File: config.mk
export PLATFORM = sky130hd
export DESIGN_NAME = sof_frame_tracker
export DESIGN_NICKNAME = d
export VERILOG_FILES = /design/src/rtl/sft_pkg.sv /design/src/rtl/sft_frame_timer.sv /design/src/rtl/sft_frame_number.sv /design/src/rtl/sft_irq_status.sv /design/src/rtl/sof_frame_tracker.sv
export SDC_FILE = /design/constraint.sdc
export NUM_CORES = 1
export LEC_CHECK = 0
export ABC_AREA = 1
export CAP_MARGIN = 10
export CORE_ASPECT_RATIO = 2
export CORE_MARGIN = 4
export CORE_UTILIZATION = 29
export CTS_BUF_LIST = sky130_fd_sc_hd__clkbuf_4 sky130_fd_sc_hd__clkbuf_8
export CTS_CLUSTER_DIAMETER = 100
export DETAILED_ROUTE_END_ITERATION = 12
export PLACE_DENSITY = 0.59
export SLEW_MARGIN = 25
export SYNTH_ARGS = -nofsm -noshare
export SYNTH_HDL_FRONTEND = slang
export SYNTH_HIERARCHICAL = 1
export SYNTH_SLANG_ARGS = --single-unit
File: constraint.sdc
create_clock -name clk -period 2.52 [get_ports clk]
set_input_delay 0.504 -clock clk [delete_from_list [all_inputs] [get_ports clk]]
set_output_delay 0.504 -clock clk [all_outputs]
set_load 0.03 [all_outputs]
File: src/rtl/sft_pkg.sv
package sft_pkg;
    localparam int STAT_W    = 16;
    localparam int BIT_SOF   = 12;
    localparam int BIT_ASOF  = 13;
    localparam int BIT_MATCH = 14;
    localparam int NUM_EVT   = 3;

    typedef struct packed {
        logic match;
        logic asof;
        logic sof;
    } evt_t;
endpackage

File: src/rtl/sft_frame_timer.sv
module sft_frame_timer #(
    parameter int PERIOD = 48000,
    parameter int TOL    = 64
) (
    input  logic clk,
    input  logic rst_n,
    input  logic real_sof_i,
    output logic art_sof_o
);
    localparam int LIMIT = PERIOD + TOL;
    localparam int CW    = $clog2(LIMIT + 1);
    localparam logic [CW-1:0] LAST   = CW'(LIMIT - 1);
    localparam logic [CW-1:0] RELOAD = CW'(TOL);

    typedef struct packed {
        logic          armed;
        logic [CW-1:0] cnt;
    } tmr_t;

    tmr_t s_d, s_q;

    always_comb begin
        s_d       = s_q;
        art_sof_o = 1'b0;
        if (real_sof_i) begin
            s_d.armed = 1'b1;
            s_d.cnt   = '0;
        end else if (s_q.armed) begin
            if (s_q.cnt == LAST) begin
                art_sof_o = 1'b1;
                s_d.cnt   = RELOAD;
            end else begin
                s_d.cnt = s_q.cnt + 1'b1;
            end
        end
    end

    always_ff @(posedge clk) begin
        if (!rst_n) s_q <= '0;
        else        s_q <= s_d;
    end
endmodule

File: src/rtl/sft_frame_number.sv
module sft_frame_number #(
    parameter int FN_W = 11
) (
    input  logic            clk,
    input  logic            rst_n,
    input  logic            real_sof_i,
    input  logic [FN_W-1:0] frame_i,
    input  logic            art_sof_i,
    input  logic            match_we_i,
    input  logic [FN_W-1:0] match_data_i,
    output logic [FN_W-1:0] frame_o,
    output logic            match_hit_o
);
    typedef struct packed {
        logic [FN_W-1:0] fn;
        logic [FN_W-1:0] match;
    } fn_t;

    fn_t             s_d, s_q;
    logic [FN_W-1:0] fn_new;

    always_comb begin
        s_d    = s_q;
        fn_new = s_q.fn;
        if (real_sof_i)     fn_new = frame_i;
        else if (art_sof_i) fn_new = s_q.fn + 1'b1;
        match_hit_o = (real_sof_i || art_sof_i) && (fn_new == s_q.match);
        s_d.fn      = fn_new;
        if (match_we_i) s_d.match = match_data_i;
    end

    always_ff @(posedge clk) begin
        if (!rst_n) s_q <= '0;
        else        s_q <= s_d;
    end

    assign frame_o = s_q.fn;
endmodule

File: src/rtl/sft_irq_status.sv
module sft_irq_status
    import sft_pkg::*;
(
    input  logic               clk,
    input  logic               rst_n,
    input  evt_t               evt_i,
    input  logic               clr_we_i,
    input  logic [NUM_EVT-1:0] clr_i,
    input  logic               mask_we_i,
    input  logic [NUM_EVT-1:0] mask_i,
    output logic [NUM_EVT-1:0] flags_o,
    output logic               irq_o
);
    typedef struct packed {
        logic [NUM_EVT-1:0] flags;
        logic [NUM_EVT-1:0] mask;
    } irq_t;

    irq_t s_d, s_q;

    always_comb begin
        s_d = s_q;
        if (clr_we_i) s_d.flags = s_q.flags & ~clr_i;
        s_d.flags = s_d.flags | evt_i;
        if (mask_we_i) s_d.mask = mask_i;
    end

    always_ff @(posedge clk) begin
        if (!rst_n) s_q <= '0;
        else        s_q <= s_d;
    end

    assign flags_o = s_q.flags;
    assign irq_o   = |(s_q.flags & s_q.mask);
endmodule

File: src/rtl/sof_frame_tracker.sv
module sof_frame_tracker
    import sft_pkg::*;
#(
    parameter int FN_W   = 11,
    parameter int PERIOD = 48000,
    parameter int TOL    = 64
) (
    input  logic               clk,
    input  logic               rst_n,
    input  logic               sof_valid_i,
    input  logic [FN_W-1:0]    sof_frame_i,
    input  logic               match_we_i,
    input  logic [FN_W-1:0]    match_data_i,
    input  logic               mask_we_i,
    input  logic [NUM_EVT-1:0] mask_i,
    input  logic               clr_we_i,
    input  logic [NUM_EVT-1:0] clr_i,
    output logic [FN_W-1:0]    frame_num_o,
    output logic [STAT_W-1:0]  status_o,
    output logic               irq_o
);
    logic               art_sof;
    logic               match_hit;
    evt_t               evt;
    logic [NUM_EVT-1:0] flags;

    sft_frame_timer #(.PERIOD(PERIOD), .TOL(TOL)) u_timer (
        .clk        (clk),
        .rst_n      (rst_n),
        .real_sof_i (sof_valid_i),
        .art_sof_o  (art_sof)
    );

    sft_frame_number #(.FN_W(FN_W)) u_fnum (
        .clk          (clk),
        .rst_n        (rst_n),
        .real_sof_i   (sof_valid_i),
        .frame_i      (sof_frame_i),
        .art_sof_i    (art_sof),
        .match_we_i   (match_we_i),
        .match_data_i (match_data_i),
        .frame_o      (frame_num_o),
        .match_hit_o  (match_hit)
    );

    always_comb begin
        evt.match = match_hit;
        evt.asof  = art_sof;
        evt.sof   = sof_valid_i;
    end

    sft_irq_status u_stat (
        .clk       (clk),
        .rst_n     (rst_n),
        .evt_i     (evt),
        .clr_we_i  (clr_we_i),
        .clr_i     (clr_i),
        .mask_we_i (mask_we_i),
        .mask_i    (mask_i),
        .flags_o   (flags),
        .irq_o     (irq_o)
    );

    always_comb begin
        status_o            = '0;
        status_o[BIT_SOF]   = flags[0];
        status_o[BIT_ASOF]  = flags[1];
        status_o[BIT_MATCH] = flags[2];
    end
endmodule

[Word-level counts from Yosys, hierarchy flattened]
Index checks and enable logic that the tools add are counted.
Storage, ports and cells
  flip-flop bits (word level): 45
  bits of input ports: 34
  output and inout bits: 28
  word-level logic and storage cells: 26
Operators by class
  add/subtract/negate cells: 2
  equal/unequal tests: 2
  muxes and demuxes: 7
  bitwise gates (word level): 5
  reductions and logical operators: 4
Operator list (count)
  11-bit 2-to-1 mux: 2
  16-bit by 1-bit adder with 16-bit output, second input constant: 1
  16-bit equality test, second input constant: 1
  16-bit 2-to-1 mux: 1
  11-bit by 1-bit adder with 11-bit output, second input constant: 1
  11-bit equality test: 1
  3-bit AND: 2
  1-bit 2-to-1 mux: 3
  3-bit 2-to-1 mux: 1
  3-bit inverter: 1
  3-bit bitwise OR: 1
  3-bit OR reduction: 1
  2-bit OR reduction: 1
  1-bit logical AND: 1
  1-bit logical OR: 1
  1-bit inverter: 1

[Logic depth before layout (Yosys ltp)]
Gate-level depths: netlist of the first run.
  word-level depth: 9
  mapped depth: 20
  depth with buffers taken out: 19

[Modules after synthesis]
The synthesis of the first run kept the hierarchy.
By module, submodules not included
  sft_frame_number: times used 1, cells an instance 226, area each 1472.7 µm², seq. area each 440.4 µm²
  sft_frame_timer: times used 1, cells an instance 139, area each 991.0 µm², seq. area each 340.3 µm²
  sft_irq_status: times used 1, cells an instance 36, area each 252.7 µm², seq. area each 120.1 µm²
  sof_frame_tracker: times used 1, cells an instance 14, area each 101.3 µm², seq. area each 0.0 µm²

[Worst setup path after synthesis of the first run]
Ideal clock, no wire load.
  path type: register to register
  start point: reg u_timer/s_q[0] (netlist bit)
  end point: reg u_stat.s_q, in the netlist u_stat/flags_o[2]
  library setup time: 70 ps
  arrival time: 2149 ps
  required time: 2450 ps
  path slack: 301 ps
  cell stages (with the launch flop): 19
  path buffers: 1
  period minus slack after synthesis: 2219 ps
  cell sequence: dfxtp_1 ha_1 nand3_2 nor3_4 nand3_2 nor2_1 buf_6 nand3_2 nor2_4 nand2_1 nand2_1 nand3_2 nand2_2 nand2_1 nand2_1 nand3_1 nor2_2 inv_1 a21oi_1
Between the ends
  cells in the longest elaborated chain, start to end: 9
  elaborated cells between the ends (all ways): 10
  classes of those cells: eq/ne (2); mux (5); bitwise (1); reduce/logical (2)
RTL lines
  from (decl): RTL line sft_frame_timer.sv:20  | tmr_t s_d, s_q;
  from (signal assigned): RTL line sft_frame_timer.sv:39  | if (!rst_n) s_q <= '0;
  from (signal assigned): RTL line sft_frame_timer.sv:40  | else s_q <= s_d;
  16-bit equality test (*): RTL line sft_frame_timer.sv:29  | if (s_q.cnt == LAST) begin
  1-bit 2-to-1 mux (*): RTL line sft_frame_timer.sv:29
  1-bit 2-to-1 mux (*): RTL line sft_frame_timer.sv:28  | end else if (s_q.armed) begin
  1-bit 2-to-1 mux (*): RTL line sft_frame_timer.sv:25  | if (real_sof_i) begin
  via art_sof: RTL line sof_frame_tracker.sv:22  | logic art_sof;
  11-bit 2-to-1 mux: RTL line sft_frame_number.sv:26  | else if (art_sof_i) fn_new = s_q.fn + 1'b1;
  11-bit 2-to-1 mux: RTL line sft_frame_number.sv:25  | if (real_sof_i) fn_new = frame_i;
  11-bit equality test: RTL line sft_frame_number.sv:27  | match_hit_o = (real_sof_i || art_sof_i) && (fn_new == s_q.match);
  1-bit logical AND (*): RTL line sft_frame_number.sv:27
  via match_hit: RTL line sof_frame_tracker.sv:23  | logic match_hit;
  3-bit bitwise OR (*): RTL line sft_irq_status.sv:24  | s_d.flags = s_d.flags | evt_i;
  to (signal assigned): RTL line sft_irq_status.sv:29  | if (!rst_n) s_q <= '0;
  to (signal assigned): RTL line sft_irq_status.sv:30  | else s_q <= s_d;
  to (decl): RTL line sft_irq_status.sv:19  | irq_t s_d, s_q;
The timed path passes the listed nets; every way through them passes the cells marked *.
A chain may end at the register's enable or synchronous reset.

[Worst setup path after layout of the first run]
  start point: reg u_timer/s_q[1] (netlist bit)
  end point: reg u_stat.s_q, in the netlist u_stat/flags_o[2]
Same word-level chain as after synthesis.

==> impl_metrics.py, run 1 <==
metrics = {
    "clocking": {
        "numCtsBuffers": 5,
        "root_buffer": "clkbuf_8",
        "clk_pin_slew_ns": 0.09,
        "cts_tree": "yes",
        "h-tree-depth": 2,
        "cts.sinks": 45,
        "clk_path_buf_depth": 2,
        "insertion_delay_ns": 0.31,
    },
    "detailed_routing": {
        "via_count": 2620,
        "firstDrtPassIters": 4,
        "drc": 0,
        "drt-total-wl_mm": 7.200,
        "drtIter0Drc": 112,
        "antenna_left": 0,
        "post_drt_wl_per_cell_um": 12.22,
        "viasPerCell": 4.448,
    },
    "run_status": {
        "outcome": "finished, final reports clean",
    },
    "floorplan": {
        "die-width_um": 77.70,
        "coreArea_mm2": 0.009447,
        "rows": 50,
        "io_pins": 62,
        "fp.dieH_um": 147.4,
        "dieArea_mm2": 0.01145,
        "start_util_pct": 29.83,
    },
    "setup_path": {
        "start_kind": "flop",
        "worstSetupPathType": "reg2reg",
        "path_cells": "ha_4, nand3_4, nor3_4, nand3_2, nor2_4, buf_6, nand3_2, nor2_4, nand2_1, nand2_1, nand3_2, nand2_2, nand2_1, nand2_1, nand3_1, nor2_2, inv_1, a21oi_2",
        "worstPathRequired_ns": 2.78,
        "worstPathArrival_ns": 2.63,
        "slowest_delay_ns": 0.37,
        "cp_slowest_cell": "dfxtp_4",
        "end_kind": "flop",
        "worstPathMaxFanout": 6,
        "crit_top_cell": "nand2_1",
    },
    "synthesis": {
        "avgSynthCellArea_um2": 6.790,
        "netlist_instances": 415,
        "yosys_register_bits": 45,
        "yosys_warnings": 6,
        "ys_seq_area_share_pct": 31.97,
        "synth.distinct_cells": 32,
        "synth_area_mm2": 0.002818,
    },
    "timing": {
        "setup_viol": 0,
        "tightest_slew_ns": 0.5919,
        "drv_slew": 0,
        "min_period_ns": 2.376,
        "fmax_ghz": 0.4209,
        "rsz0062_at_grt": "yes",
        "slew_headroom_pct": 60.40,
        "hold_violations": 0,
        "final.period_utilization_pct": 94.27,
        "fin_skew_ns": 0.01299,
        "setup_ws_ns": 0.1443,
        "hold_slack_ns": 0.4790,
    },
    "layout": {
        "drive_above_1_share_pct": 18.52,
        "syn_to_final_growth_pct": 25.93,
        "multi_input_area_mm2": 0.001632,
        "n_antenna_cell": 0,
        "seq_area_um2": 907.1,
        "fin_nets": 494,
        "nFillCells": 1023,
    },
    "placement": {
        "io_buffer_count": 48,
        "place_ws_ns": 0.07315,
        "gp_congestion": 0.8426,
        "post-dp-hpwl_mm": 5.882,
    },
    "global_routing": {
        "grt_usage_pct": 13.00,
        "grt_pass1_wl_mm": 11.76,
        "grt_max_degree": 18,
        "grt_overflow": 0,
        "grt_pass1_vias": 2603,
        "antenna_found_initial": 0,
    },
    "power_and_ir_drop": {
        "peakVddDrop_mv": 0.2028,
        "p_leak_nw": 1.426,
        "p_per_area_mw_per_mm2": 468.3,
    },
    "min_path": {
        "hold_path_class": "reg2reg",
    },
    "flow_run": {
        "max_cap_violations": 0,
    },
}
[routing by layer]
layer	part of all wire (%)	up-vias	GRT usage, %	wire, um
met5	0	-	0	0
met4	3.9	0	7.219	281
met3	3.7	19	2.378	266
met2	59	57	26.03	4219
met1	34	1189	11.64	2433
li1	-	1355	-	-
[logic make-up after synthesis]
group	after synthesis	share of synthesized area, %
adder cells (fa/ha/maj)	2	0.8880
AND/OR/NAND/NOR	242	42.63
multiplexers	1	0.3553
XOR/XNOR	5	1.554
other	1	0.1331
flip-flops	45	31.97
AO/OA/AOI/OAI	41	7.549
buffers and inverters	78	14.92
[layout make-up]
class                      count  area share, %
clock buffer                   7          2.539
clock inverter                 1         0.8463
inverter                      44          4.725
multi-input combinational    304          45.98
sequential                    45          25.56
tap                          130          4.584
timing repair buffer          58          15.76
[placed cells by master (no fill, tap or decap), types with 2 or more instances in the layout]
master,instances
nand2_1,97
clkdlybuf4s50_1,48
nor2_1,46
dfxtp_1,42
inv_1,37
nand3_1,28
o21ai_0,17
nor2_2,17
a21oi_1,16
nand3_2,14
conb_1,13
buf_4,9
nand2_2,9
nand3b_1,7
clkbuf_8,6
or2_1,6
nor2_4,6
inv_2,4
nand2_4,4
xor2_1,4
o21ai_1,3
clkinv_1,2
or2_2,2
nand4_1,2
o21bai_1,2
dfxtp_2,2
[power by group]
part	leakage (nW)	total [mW]	switching, mW	internal [mW]
logic	0.993	0.303	0.176	0.127
registers	0.371	0.767	0.0271	0.740
clock network	0.0619	0.591	0.257	0.334
[cells in the mapped netlist (all sizes together)]
| master | instances | area share [%] |
|---|---|---|
| nand4 | 2 | 0.44 |
| xnor2 | 1 | 0.31 |
| clkinv | 2 | 0.27 |
| nand3b | 7 | 1.9 |
| o21bai | 2 | 0.53 |
| or2 | 8 | 1.8 |
| o21ai | 21 | 3.7 |
| buf | 31 | 8.7 |
| dfxtp | 45 | 32 |
| ha | 2 | 0.89 |
| a21oi | 17 | 3.0 |
| nand2 | 110 | 16 |
| nor2 | 70 | 12 |
| nor3 | 2 | 0.93 |
| o211ai | 1 | 0.27 |
| inv | 42 | 5.6 |
| conb | 1 | 0.13 |
| xor2 | 4 | 1.2 |
| nand3 | 43 | 9.6 |
| clkbuf | 3 | 0.40 |
| mux2i | 1 | 0.36 |
[registers in the layout, summed over array words and instances (netlist names)]
| name | flops |
|---|---|
| u_fnum/s_q | 11 |
| u_stat/flags_o | 3 |
| u_timer/s_q | 17 |
| u_fnum/frame_o | 11 |
| u_stat/s_q | 3 |
[stage by stage]
| step | utilization, % | total power [mW] | setup TNS, ns | instance area [um^2] | std cells |
|---|---|---|---|---|---|
| floorplan | - | 0.9884 | 0 | 2863 | 427 |
| global placement | 35.05 | 1.076 | 0 | 3311 | 579 |
| detailed placement | 35.05 | 1.080 | 0 | 3311 | 579 |
| CTS | 36.32 | 1.683 | 0 | 3431 | 587 |
| global route | 37.56 | 1.754 | -0.05771 | 3548 | 589 |
| finish | 37.56 | 1.662 | 0 | 3548 | 589 |
[timing repair]
| item | in CTS | in global routing |
|---|---|---|
| buffers inserted | 0 | 1 |
| hold buffers | 0 | 0 |
| endpoints found under the setup margin | 0 | 1 |
| gates resized for setup | 0 | 29 |
[critical path, delay by kind of cell (launching register included)]
kind | cells | cell delay, ns
adder cells (fa/ha/maj) | 1 | 0.15
AND/OR/NAND/NOR | 14 | 1.49
flip-flops | 1 | 0.37
AO/OA/AOI/OAI | 1 | 0.09
buffers and inverters | 2 | 0.20
[worst paths after layout]
path	from	end	slack (ns)	cells after the start
worst max-delay path	u_timer/s_q[1]	u_stat/flags_o[2]	0.14	18
worst min-delay path	u_fnum/s_q[2]	u_fnum/s_q[2]	0.48	2
worst max register to register	u_timer/s_q[1]	u_stat/flags_o[2]	0.14	18
worst min register to register	u_fnum/s_q[2]	u_fnum/s_q[2]	0.48	2
Note: power is estimated with default switching activity, not from simulation.
==> run 2: changes to the inputs <==
Settings changed: GPL_TIMING_DRIVEN from default to 1.
Clock period 2.52 ns to 2.4 ns, I/O delays scaled along.
==> run 2 against run 1 <==
Register-to-register slack got worse by 0.09 ns. Power fell by 1.7%. Clock skew rose by 0.00076 ns. Non-clock buffer count rose by 10. Clock power fell by 15%. Highest routed layer unchanged. Combinational power rose by 6.9%. Cell area rose by 1.3%. Hold slack improved by 0.0014 ns. Largest power group unchanged. Maximum frequency rose by 1.1%.
==> impl_metrics.py, run 2 (synthesized netlist as in run 1, its figures left out) <==
metrics = {
    "run_status": {
        "outcome": "finished, final reports clean",
    },
    "power_and_ir_drop": {
        "combPwrFrac_pct": 19.8,
        "fin_total_pwr_mw": 1.633,
        "p_int_mw": 1.125,
        "p_seq_share_pct": 49.4,
        "p_sw_mw": 0.5082,
        "p_leak_nw": 1.463,
        "power.share.clock_pct": 30.7,
        "p_sw_share_pct": 31.11,
        "peakVddDrop_mv": 0.2229,
        "p_per_area_mw_per_mm2": 454.3,
    },
    "timing": {
        "slew_headroom_pct": 60.10,
        "drv_slew": 0,
        "fmax_ghz": 0.4255,
        "tightest_slew_ns": 0.5963,
        "rsz0062_at_grt": "yes",
        "hold_slack_ns": 0.4804,
        "final.period_utilization_pct": 97.93,
        "setup_ws_ns": 0.04958,
        "fin_skew_ns": 0.01374,
        "min_period_ns": 2.350,
        "setup_viol": 0,
        "hold_violations": 0,
    },
    "floorplan": {
        "rows": 50,
        "fp.dieH_um": 147.4,
        "start_util_pct": 29.83,
        "coreArea_mm2": 0.009447,
        "die-width_um": 77.70,
        "dieArea_mm2": 0.01145,
        "io_pins": 62,
    },
    "detailed_routing": {
        "route.met2.wl_mm": 4.298,
        "drtIter0Drc": 82,
        "route.met3.wl_um": 268,
        "via_count": 2623,
        "wl_met1_mm": 2.412,
        "post_drt_wl_per_cell_um": 11.99,
        "viasPerCell": 4.379,
        "antenna_left": 0,
        "drt-total-wl_mm": 7.182,
        "routed.top_layer": "met4",
        "firstDrtPassIters": 5,
        "drc": 0,
    },
    "global_routing": {
        "grt_max_degree": 17,
        "grt_pass1_vias": 2611,
        "grt_pass1_wl_mm": 11.63,
        "grt_usage_pct": 12.81,
        "antenna_found_initial": 0,
        "grt_overflow": 0,
    },
    "layout": {
        "regMostFlops": "u_timer/s_q",
        "drive_above_1_share_pct": 19.19,
        "fin_nets": 504,
        "syn_to_final_growth_pct": 27.62,
        "n_antenna_cell": 0,
        "largest_reg_flops": 17,
        "fin_util_pct": 38.07,
        "stdcell_area_mm2": 0.003596,
        "final_cell_mix": "101 x nand2_1, 48 x clkdlybuf4s50_1, 47 x nor2_1",
        "layout_commonest_cell": "nand2_1",
    },
    "setup_path": {
        "worstPathRequired_ns": 2.66,
        "start_kind": "flop",
        "crit_top_cell": "nand2_1",
        "cp_slowest_cell": "dfxtp_2",
        "worstSetupPathType": "reg2reg",
        "worstPathMaxFanout": 7,
        "timing.rr.start": "u_timer/s_q[1]",
        "worstPathArrival_ns": 2.61,
        "path_cells": "ha_4, nand3_4, nor3_4, nand3_2, nor2_2, buf_6, nand3_2, nor2_4, nand2_1, nand2_1, nand3_1, nand2_1, nand2_1, nand2_1, nand3_1, nor2_2, inv_1, a21oi_2",
        "crit_start": "u_timer/s_q[1]",
        "slowest_delay_ns": 0.36,
        "end_kind": "flop",
    },
    "min_path": {
        "hold_path_class": "reg2reg",
        "hold_start": "u_fnum/s_q[1]",
    },
    "clocking": {
        "clk_path_buf_depth": 2,
        "root_buffer": "clkbuf_8",
        "h-tree-depth": 2,
        "numCtsBuffers": 5,
        "cts.sinks": 45,
        "cts_tree": "yes",
        "clk_pin_slew_ns": 0.10,
        "insertion_delay_ns": 0.32,
    },
    "placement": {
        "place_ws_ns": -0.04364,
        "gp_congestion": 0.8235,
        "post-dp-hpwl_mm": 5.849,
        "placed_area_mm2": 0.003376,
        "io_buffer_count": 48,
    },
    "flow_run": {
        "max_cap_violations": 0,
    },
}
run 2: worst paths after layout:
kind                            slack, ns  cells after the start                 to
worst max-delay path                 0.05                     18  u_stat/flags_o[2]
worst min-delay path                 0.48                      2      u_fnum/s_q[1]
worst max register to register       0.05                     18  u_stat/flags_o[2]
worst min register to register       0.48                      2      u_fnum/s_q[1]
run 2: cell type report:
| cell class | count | area, um^2 |
|---|---|---|
| multi-input cells | 304 | 1624 |
| repair buffers | 68 | 650.6 |
| flip-flops and latches | 45 | 903.4 |
| clock inverters | 3 | 21.27 |
| fillers | 1000 | 5851 |
| clock buffers | 5 | 68.82 |
| well taps | 130 | 162.7 |
| inverters | 44 | 165.2 |
run 2: layer usage:
metal	global-route usage (%)	vias to the layer above
met1	10.92	1189
met5	0	-
met4	5.971	0
met3	2.561	13
li1	-	1369
met2	26.68	52
run 2: through the flow:
stage	std cells	TNS, ns
6_report	599	0
5_1_grt	599	-0.1281
4_1_cts	594	0
3_5_place_dp	586	-0.04364
3_3_place_gp	586	-0.03751
2_1_floorplan	427	0
run 2: power by group through the flow:
stage                     Clock, mW  Combinational [mW]  Sequential, mW
after global placement            0               0.315           0.823
final                         0.502               0.324           0.807
after CTS                     0.525               0.318           0.807
after detailed placement          0               0.316           0.824
after floorplan                   0               0.222           0.816
after global routing          0.551               0.354           0.813
run 2: repair_timing:
item | in CTS | in global routing
pin swaps | 0 | 13
gates resized for setup | 1 | 23
setup endpoints to repair | 1 | 1
hold buffers | 0 | 0
buffers inserted | 0 | 5
run 2: worst max-delay path: cells and delay by family, from the launching register on:
family,cells,cell delay (ns)
adders and majority gates,1,0.15
DFF,1,0.36
AOI/OAI and AO/OA,1,0.11
buffers and inverters,2,0.20
and+or+nand+nor,14,1.48
==> run 3: changes to the inputs <==
Settings changed: ABC_CLOCK_PERIOD_IN_PS from default to 2400.
==> results of run 3 <==
Same layout as run 2: the final DEF is identical, and so are final timing and power.
